**config.mk**
```make
export PLATFORM = sky130hd
export DESIGN_NAME = i2c_reg_target
export DESIGN_NICKNAME = d
export VERILOG_FILES = /design/src/rtl/i2c_tgt_pkg.sv /design/src/rtl/i2c_tgt_sync.sv /design/src/rtl/i2c_tgt_engine.sv /design/src/rtl/i2c_reg_target.sv
export SDC_FILE = /design/constraint.sdc
export NUM_CORES = 1
export LEC_CHECK = 0
export ABC_AREA = 1
export BUFFER_PORTS_ARGS = -buffer_cell sky130_fd_sc_hd__buf_2
export CAP_MARGIN = 20
export CORE_AREA = 8 8 115 64
export DETAILED_ROUTE_END_ITERATION = 12
export DIE_AREA = 0 0 123 72
export SYNTH_ARGS = -nofsm -noshare
export SYNTH_HDL_FRONTEND = slang
export SYNTH_HIERARCHICAL = 1
export SYNTH_SLANG_ARGS = --single-unit
```
**constraint.sdc**
```tcl
create_clock -name clk -period 2.4 [get_ports clk]
set_input_delay 0 -clock clk [delete_from_list [all_inputs] [get_ports clk]]
set_output_delay 0 -clock clk [all_outputs]
set_load 0.005 [all_outputs]
```
**src/rtl/i2c_tgt_pkg.sv**
```systemverilog
package i2c_tgt_pkg;

    localparam int BYTE_W = 8;
    localparam int BIT_CNT_W = $clog2(BYTE_W);

    typedef enum logic [2:0] {
        ST_IDLE,
        ST_ADDR,
        ST_REG,
        ST_WDATA,
        ST_ACK,
        ST_RDATA,
        ST_MACK,
        ST_IGNORE
    } tgt_state_e;

    typedef struct packed {
        tgt_state_e             state;
        tgt_state_e             after_ack;
        logic [BIT_CNT_W-1:0]   bit_cnt;
        logic [BYTE_W-1:0]      shreg;
        logic [BYTE_W-1:0]      ptr;
        logic                   byte_done;
        logic                   give_ack;
        logic                   ctrl_ack;
        logic                   oe;
        logic                   wen;
        logic [BYTE_W-1:0]      wdata;
    } tgt_regs_t;

endpackage

```
**src/rtl/i2c_tgt_sync.sv**
```systemverilog
module i2c_tgt_sync #(
    parameter int W      = 2,
    parameter int STAGES = 2
) (
    input  logic         clk,
    input  logic         rst_n,
    input  logic [W-1:0] din,
    output logic [W-1:0] lvl,
    output logic [W-1:0] rise,
    output logic [W-1:0] fall
);

    logic [W-1:0] stage_q [STAGES];
    logic [W-1:0] prev_q;

    genvar s;
    generate
        for (s = 0; s < STAGES; s++) begin : g_stage
            if (s == 0) begin : g_first
                always_ff @(posedge clk or negedge rst_n) begin
                    if (!rst_n) stage_q[0] <= '1;
                    else        stage_q[0] <= din;
                end
            end else begin : g_next
                always_ff @(posedge clk or negedge rst_n) begin
                    if (!rst_n) stage_q[s] <= '1;
                    else        stage_q[s] <= stage_q[s-1];
                end
            end
        end
    endgenerate

    always_ff @(posedge clk or negedge rst_n) begin
        if (!rst_n) prev_q <= '1;
        else        prev_q <= stage_q[STAGES-1];
    end

    assign lvl  = stage_q[STAGES-1];
    assign rise = stage_q[STAGES-1] & ~prev_q;
    assign fall = ~stage_q[STAGES-1] & prev_q;

endmodule

```
**src/rtl/i2c_tgt_engine.sv**
```systemverilog
module i2c_tgt_engine
    import i2c_tgt_pkg::*;
#(
    parameter int               STRAP_W = 2,
    parameter int               ADDR_W  = 7,
    parameter logic [ADDR_W-STRAP_W-1:0] PREFIX = 5'b10010
) (
    input  logic               clk,
    input  logic               rst_n,
    input  logic               start_det,
    input  logic               stop_det,
    input  logic               scl_rise,
    input  logic               scl_fall,
    input  logic               sda_lvl,
    input  logic [STRAP_W-1:0] strap,
    input  logic [BYTE_W-1:0]  rd_data,
    output logic               sda_oe,
    output logic               wen,
    output logic [BYTE_W-1:0]  wdata,
    output logic [BYTE_W-1:0]  ptr
);

    localparam logic [BIT_CNT_W-1:0] LAST_BIT = BIT_CNT_W'(BYTE_W - 1);

    tgt_regs_t r_q, r_d;
    logic [BYTE_W-1:0] byte_in;
    logic [ADDR_W-1:0] dev_addr;

    assign byte_in  = {r_q.shreg[BYTE_W-2:0], sda_lvl};
    assign dev_addr = {PREFIX, strap};

    always_comb begin
        r_d     = r_q;
        r_d.wen = 1'b0;
        if (start_det) begin
            r_d.state     = ST_ADDR;
            r_d.bit_cnt   = '0;
            r_d.byte_done = 1'b0;
            r_d.oe        = 1'b0;
        end else if (stop_det) begin
            r_d.state     = ST_IDLE;
            r_d.bit_cnt   = '0;
            r_d.byte_done = 1'b0;
            r_d.oe        = 1'b0;
        end else begin
            unique case (r_q.state)
                ST_ADDR, ST_REG, ST_WDATA: begin
                    if (scl_rise && !r_q.byte_done) begin
                        r_d.shreg   = byte_in;
                        r_d.bit_cnt = r_q.bit_cnt + 1'b1;
                        if (r_q.bit_cnt == LAST_BIT) begin
                            r_d.byte_done = 1'b1;
                            if (r_q.state == ST_ADDR) begin
                                r_d.give_ack  = (byte_in[BYTE_W-1:1] == dev_addr);
                                r_d.after_ack = byte_in[0] ? ST_RDATA : ST_REG;
                            end else if (r_q.state == ST_REG) begin
                                r_d.give_ack  = 1'b1;
                                r_d.ptr       = byte_in;
                                r_d.after_ack = ST_WDATA;
                            end else begin
                                r_d.give_ack  = 1'b1;
                                r_d.wen       = 1'b1;
                                r_d.wdata     = byte_in;
                                r_d.after_ack = ST_IGNORE;
                            end
                        end
                    end else if (scl_fall && r_q.byte_done) begin
                        r_d.byte_done = 1'b0;
                        r_d.bit_cnt   = '0;
                        if (r_q.give_ack) begin
                            r_d.state = ST_ACK;
                            r_d.oe    = 1'b1;
                        end else begin
                            r_d.state = ST_IGNORE;
                        end
                    end
                end
                ST_ACK: begin
                    if (scl_fall) begin
                        r_d.state = r_q.after_ack;
                        r_d.oe    = 1'b0;
                        if (r_q.after_ack == ST_RDATA) begin
                            r_d.shreg   = rd_data;
                            r_d.oe      = ~rd_data[BYTE_W-1];
                            r_d.bit_cnt = '0;
                        end
                    end
                end
                ST_RDATA: begin
                    if (scl_fall) begin
                        if (r_q.bit_cnt == LAST_BIT) begin
                            r_d.state   = ST_MACK;
                            r_d.oe      = 1'b0;
                            r_d.bit_cnt = '0;
                        end else begin
                            r_d.bit_cnt = r_q.bit_cnt + 1'b1;
                            r_d.shreg   = {r_q.shreg[BYTE_W-2:0], 1'b0};
                            r_d.oe      = ~r_q.shreg[BYTE_W-2];
                        end
                    end
                end
                ST_MACK: begin
                    if (scl_rise) begin
                        r_d.ctrl_ack = ~sda_lvl;
                    end else if (scl_fall) begin
                        if (r_q.ctrl_ack) begin
                            r_d.state   = ST_RDATA;
                            r_d.shreg   = rd_data;
                            r_d.oe      = ~rd_data[BYTE_W-1];
                            r_d.bit_cnt = '0;
                        end else begin
                            r_d.state = ST_IGNORE;
                        end
                    end
                end
                default: ;
            endcase
        end
    end

    always_ff @(posedge clk or negedge rst_n) begin
        if (!rst_n) begin
            r_q           <= '0;
            r_q.state     <= ST_IDLE;
            r_q.after_ack <= ST_IDLE;
        end else begin
            r_q <= r_d;
        end
    end

    assign sda_oe = r_q.oe;
    assign wen    = r_q.wen;
    assign wdata  = r_q.wdata;
    assign ptr    = r_q.ptr;

endmodule

```
**src/rtl/i2c_reg_target.sv**
```systemverilog
module i2c_reg_target
    import i2c_tgt_pkg::*;
#(
    parameter int STRAP_W     = 2,
    parameter int SYNC_STAGES = 2
) (
    input  logic               clk,
    input  logic               rst_n,
    input  logic               scl_i,
    input  logic               sda_i,
    input  logic [STRAP_W-1:0] strap_i,
    output logic               sda_oe_o,
    output logic               wr_en_o,
    output logic [BYTE_W-1:0]  wr_addr_o,
    output logic [BYTE_W-1:0]  wr_data_o,
    output logic [BYTE_W-1:0]  rd_addr_o,
    input  logic [BYTE_W-1:0]  rd_data_i
);

    localparam int IDX_SCL = 1;
    localparam int IDX_SDA = 0;

    logic [1:0] bus_lvl, bus_rise, bus_fall;
    logic       scl_lvl, start_det, stop_det;
    logic [BYTE_W-1:0] ptr;

    i2c_tgt_sync #(
        .W      (2),
        .STAGES (SYNC_STAGES)
    ) sync_i (
        .clk   (clk),
        .rst_n (rst_n),
        .din   ({scl_i, sda_i}),
        .lvl   (bus_lvl),
        .rise  (bus_rise),
        .fall  (bus_fall)
    );

    assign scl_lvl   = bus_lvl[IDX_SCL];
    assign start_det = bus_fall[IDX_SDA] & scl_lvl;
    assign stop_det  = bus_rise[IDX_SDA] & scl_lvl;

    i2c_tgt_engine #(
        .STRAP_W (STRAP_W),
        .ADDR_W  (7),
        .PREFIX  (5'b10010)
    ) engine_i (
        .clk       (clk),
        .rst_n     (rst_n),
        .start_det (start_det),
        .stop_det  (stop_det),
        .scl_rise  (bus_rise[IDX_SCL]),
        .scl_fall  (bus_fall[IDX_SCL]),
        .sda_lvl   (bus_lvl[IDX_SDA]),
        .strap     (strap_i),
        .rd_data   (rd_data_i),
        .sda_oe    (sda_oe_o),
        .wen       (wr_en_o),
        .wdata     (wr_data_o),
        .ptr       (ptr)
    );

    assign wr_addr_o = ptr;
    assign rd_addr_o = ptr;

endmodule

```
# Word-level counts from Yosys, hierarchy flattened
# Cells that the tools add are included.
# W data, S select, Z words.
[totals]
input_bits = 14
register_bits = 43
word_cells = 133
out_inout_bits = 26
[op_classes]
n_eq_ne = 29
mux = 59
reduce_logical = 17
bitwise_logic = 13
n_addsub = 1
[op_table]
columns = ["op", "n"]
rows = [
  ["$mux W11", 6],
  ["$mux W9", 7],
  ["$mux W3", 17],
  ["$pmux W11 S4", 1],
  ["$mux W8", 3],
  ["$ne A4 B2 Y1 const B", 6],
  ["$ne A4 B1 Y1 const B", 5],
  ["$mux W1", 18],
  ["$mux W16", 1],
  ["$reduce_and A8 Y1", 2],
  ["$eq A3 B3 Y1 const B", 5],
  ["$reduce_and A7 Y1", 2],
  ["$pmux W3 S4", 1],
  ["$reduce_and A11 Y1", 1],
  ["$mux W10", 1],
  ["$ne A2 B2 Y1 const B", 5],
  ["$reduce_and A9 Y1", 1],
  ["$reduce_bool A4 Y1", 2],
  ["$eq A7 B7 Y1", 1],
  ["$not A1 Y1", 7],
  ["$eq A3 B2 Y1 const B", 2],
  ["$mux W2", 3],
  ["$ne A2 B1 Y1 const B", 3],
  ["$reduce_bool A6 Y1", 1],
  ["other kinds (14)", 18],
]

# Longest topological paths before layout
[depth]
depth_word = 8
depth_mapped = 13
depth_no_buf = 13

# Hierarchy
# Netlist, hierarchy kept.
[by_module_without_submodules]
columns = ["module", "n_inst", "area_each_um2", "seq_area_each_um2", "cells_each"]
rows = [
  ["i2c_tgt_engine", 1, 2225.9, 925.9, 273],
  ["i2c_tgt_sync", 1, 202.7, 157.7, 16],
  ["i2c_reg_target", 1, 75.1, 0.0, 12],
]

# Worst setup path before layout
# No wires, ideal clock.
[synth_timing]
kind = "register to register"
from = "register sync_i.stage_q (netlist bit sync_i/lvl[0])"
to = "register engine_i.r_q (netlist bit engine_i/wdata[6])"
slack_ns = 0.692
required_ns = 2.283
path_buffers = 1
path_stages_with_launch = 11
arrival_ns = 1.591
cell_sequence = "dfstp_2 > nor2_1 > nand2_1 > inv_1 > nor2_2 > nand2_2 > nor2_8 > nand3_4 > buf_6 > nand2_2 > o21ai_2"
[synth_between]
elab_chain_cells = 5
[synth_rtl]
columns = ["element", "line_no", "rtl"]
rows = [
  ["start, declared", "i2c_tgt_sync.sv:13", "logic [W-1:0] stage_q [STAGES];"],
  ["start signal, assigned by index", "i2c_tgt_sync.sv:27", "else stage_q[s] <= stage_q[s-1];"],
  ["$not A2 Y2", "i2c_tgt_sync.sv:40", "assign fall = ~stage_q[STAGES-1] & prev_q;"],
  ["$and A2 B2 Y2", "i2c_tgt_sync.sv:40", ""],
  ["net bus_fall[0]", "i2c_reg_target.sv:23", "logic [1:0] bus_lvl, bus_rise, bus_fall;"],
  ["$and A1 B1 Y1", "i2c_reg_target.sv:40", "assign start_det = bus_fall[IDX_SDA] & scl_lvl;"],
  ["net start_det", "i2c_reg_target.sv:24", "logic scl_lvl, start_det, stop_det;"],
  ["$not A1 Y1 (no line)", "-", ""],
  ["$reduce_and A7 Y1 (no line)", "-", ""],
  ["end signal, assigned", "i2c_tgt_engine.sv:127", "r_q <= r_d;"],
  ["end, declared", "i2c_tgt_engine.sv:25", "tgt_regs_t r_q, r_d;"],
]
# The timed path passes the listed nets, and every way through them passes these cells.
# A chain may end at the register's enable or synchronous reset.

# Worst setup path after layout
[layout_timing]
from = "register sync_i.stage_q (netlist bit sync_i/lvl[0])"
to = "register engine_i.r_q (netlist bit engine_i/ptr[7])"
# The elaborated chain is that of the path after synthesis.

==> metrics.txt <==
Synth top area share 37.0%; vias in the first global route 1804; clock sink count 43; hold-fix buffers at CTS 3; main area contributors after synthesis dfrtp_1 (37%), nand2_1 (10%), buf_4 (7.8%); Mapped Area 2500 um2; RSZ-0062 raised after global routing false; Post-DRT Antenna Nets 0; Crit. End Element flip-flop; RePlAce Congestion 0.926; core footprint 5810 um2; first-pass GRT wire length 9.43 mm; Die Ht 72 um; critical path fanouts, max 16; Unique masters post-synth 29; vias per cell 4.90; Post-synth EDFFs 0; Worst-Skew Late Latency 290 ps; VDD IR max 0.000384 V; Worst-path clk slew 60 ps; Clock Skews 5.30 ps; share of post-route cells with drive strength above 1 29.6%; Mean Syn Cell Area 8.32 um2; Main synth FF type dfrtp_1; IO Count 40; period utilization 83.5%; Clock Tree Root clkbuf_16; post-synthesis sequential area ratio 43.3%; TritonCTS clock tree yes; Final Hold Fails 0; async set-or-reset flop fraction in the synthesized netlist 100%; fin crit period 2010 ps; total die area 8860 um2; maximum number of pins on one net before global-route repair 44; Slew Viols, Final 0; setup ws final 395 ps; initial antenna violation count 0; DR DRC count 0; Startpoint Class flip-flop; status finished clean; worst hold margin 3.81 ps; register area 1080 um2; Syn-to-layout area delta 10.2%; max_slew headroom 37.0%; H-Tree Depth 2; CP Class reg -> reg; most frequent cells in the layout nand2_1 (68), buf_2 (39), dfrtp_1 (37), inv_1 (34), nor2_1 (21); Buffers on Ports 39; total nets after synthesis 317; Num CTS Buffers 5; # diodes 0; Hold Path Class in -> reg; Overflow after GRT 0; post_cts resized 0; Total GRT Usage 13.6%; maximum clock rate 0.499 GHz; cell count after synthesis 301; synthesized flop and latch total 43; Worst-Margin Slew 945 ps; detailed placement HPWL 4.44 mm; DRT Wirelength 5.70 mm; vias 1950; Worst Path Required 2560 ps; Pre-Repair DR Iteration Count 4; DR iter-0 viols 172; Die Width 123 um; Setup Slack @ Placement 438 ps; fillers 580; Critical Path AT 2160 ps; most common library cell in the layout ignoring fill and taps nand2_1; Syn. warnings 6; Static Leak 1.47 nW; area of the multi-input gates 1030 um2; initial core utilization 43.1%; CTS max path bufs 2; PwrDens 982 nW/um2; # setup viols final 0; FP Rows 20; Wirelength per Cell 14.3 um; setup TNS 0 ps; post-synth top area cell dfrtp_1; Max-Cap Viols 0; Final nets 336; Post-CTS Setup Inserts 0
## Yosys cell counts (all sizes together) (3+ instances only)
master and count:
nand2 79, dfrtp 37, inv 37, buf 31, o21ai 29, nor2 27
nand3 21, a21oi 10, a21boi 6, dfstp 6, nand4 5, a31oi 3
nor3 3, o21bai 3
## power breakdown
part / leakage [nW] / total, mW / switching (mW) / internal [mW]
Combinational: 0.817 / 0.989 / 0.681 / 0.308
Sequential: 0.565 / 0.930 / 0.119 / 0.811
Clock: 0.0868 / 0.790 / 0.273 / 0.517
## layout make-up
type                            instances  area share [%]
Tap cell                               77            3.49
Multi-Input combinational cell        189            37.2
Sequential cell                        43            39.3
Clock inverter                          2            1.27
Clock buffer                            6            5.03
Inverter                               37            5.03
Timing Repair Buffer                   44            8.71
## logic make-up (layout without fill, tap and decap cells)
| group | after synthesis | in the layout | share of synthesized area (%) |
|---|---|---|---|
| flops | 43 | 43 | 43.3 |
| fa+ha+maj | 2 | 2 | 0.999 |
| compound gates | 51 | 51 | 13.5 |
| buf+inv | 69 | 89 | 15.7 |
| simple gates | 135 | 135 | 26.1 |
| xor+xnor | 1 | 1 | 0.350 |
## registers in the layout, indices dropped and copies added (netlist names)
register / count
sync_i/lvl: 2
sync_i/stage_q: 2
engine_i/byte_in: 7
engine_i/ptr: 8
sync_i/prev_q: 2
engine_i/r_q: 12
engine_i/wdata: 8
engine_i/sda_oe: 1
engine_i/wen: 1
## critical path: stages (launching register included)
cell and delay (ps):
dfstp_2 550, nor2_1 50, nand2_1 70, inv_1 60, nor2_2 320, nand2_2 170, nor2_1 140, nand3_2 290
nand2_1 150, o21ai_1 80
## worst paths after layout
path                                                         to  cells after the start                         from  slack, ps
worst max-delay path                engine_i/ptr[7]$_DFFE_PN0P_                      9      sync_i/lvl[0]$_DFF_PN1_        390
worst min-delay path            engine_i/byte_in[1]$_DFFE_PN0P_                      3                 rd_data_i[0]          4
worst max register to register      engine_i/ptr[7]$_DFFE_PN0P_                      9      sync_i/lvl[0]$_DFF_PN1_        390
worst min register to register          sync_i/lvl[0]$_DFF_PN1_                      0  sync_i/stage_q[2]$_DFF_PN1_        360
max in group asynchronous           engine_i/ptr[1]$_DFFE_PN0P_                      2                        rst_n       1410
min in group asynchronous          engine_i/r_q[30]$_DFFE_PN0P_                      2                        rst_n        400
## per-stage QoR
stage                     power, mW  util [%]  instance area (um2)  instances
final                          2.71      47.5                 2760        398
after global routing           2.89      47.5                 2760        398
after CTS                      2.71      47.5                 2760        398
after detailed placement       1.91      44.0                 2550        387
after global placement         1.93      44.0                 2550        387
after floorplan                1.70         -                 2500        301
## layer usage
| metal | routed length, um | up-vias | track usage (%) |
|---|---|---|---|
| li1 | - | 975 | - |
| met1 | 3220 | 901 | 22.0 |
| met2 | 1980 | 70 | 16.1 |
| met3 | 472 | 4 | 4.88 |
| met4 | 29 | 0 | 1.99 |
| met5 | 0 | - | 0 |
(Power assumes the default switching activity.)
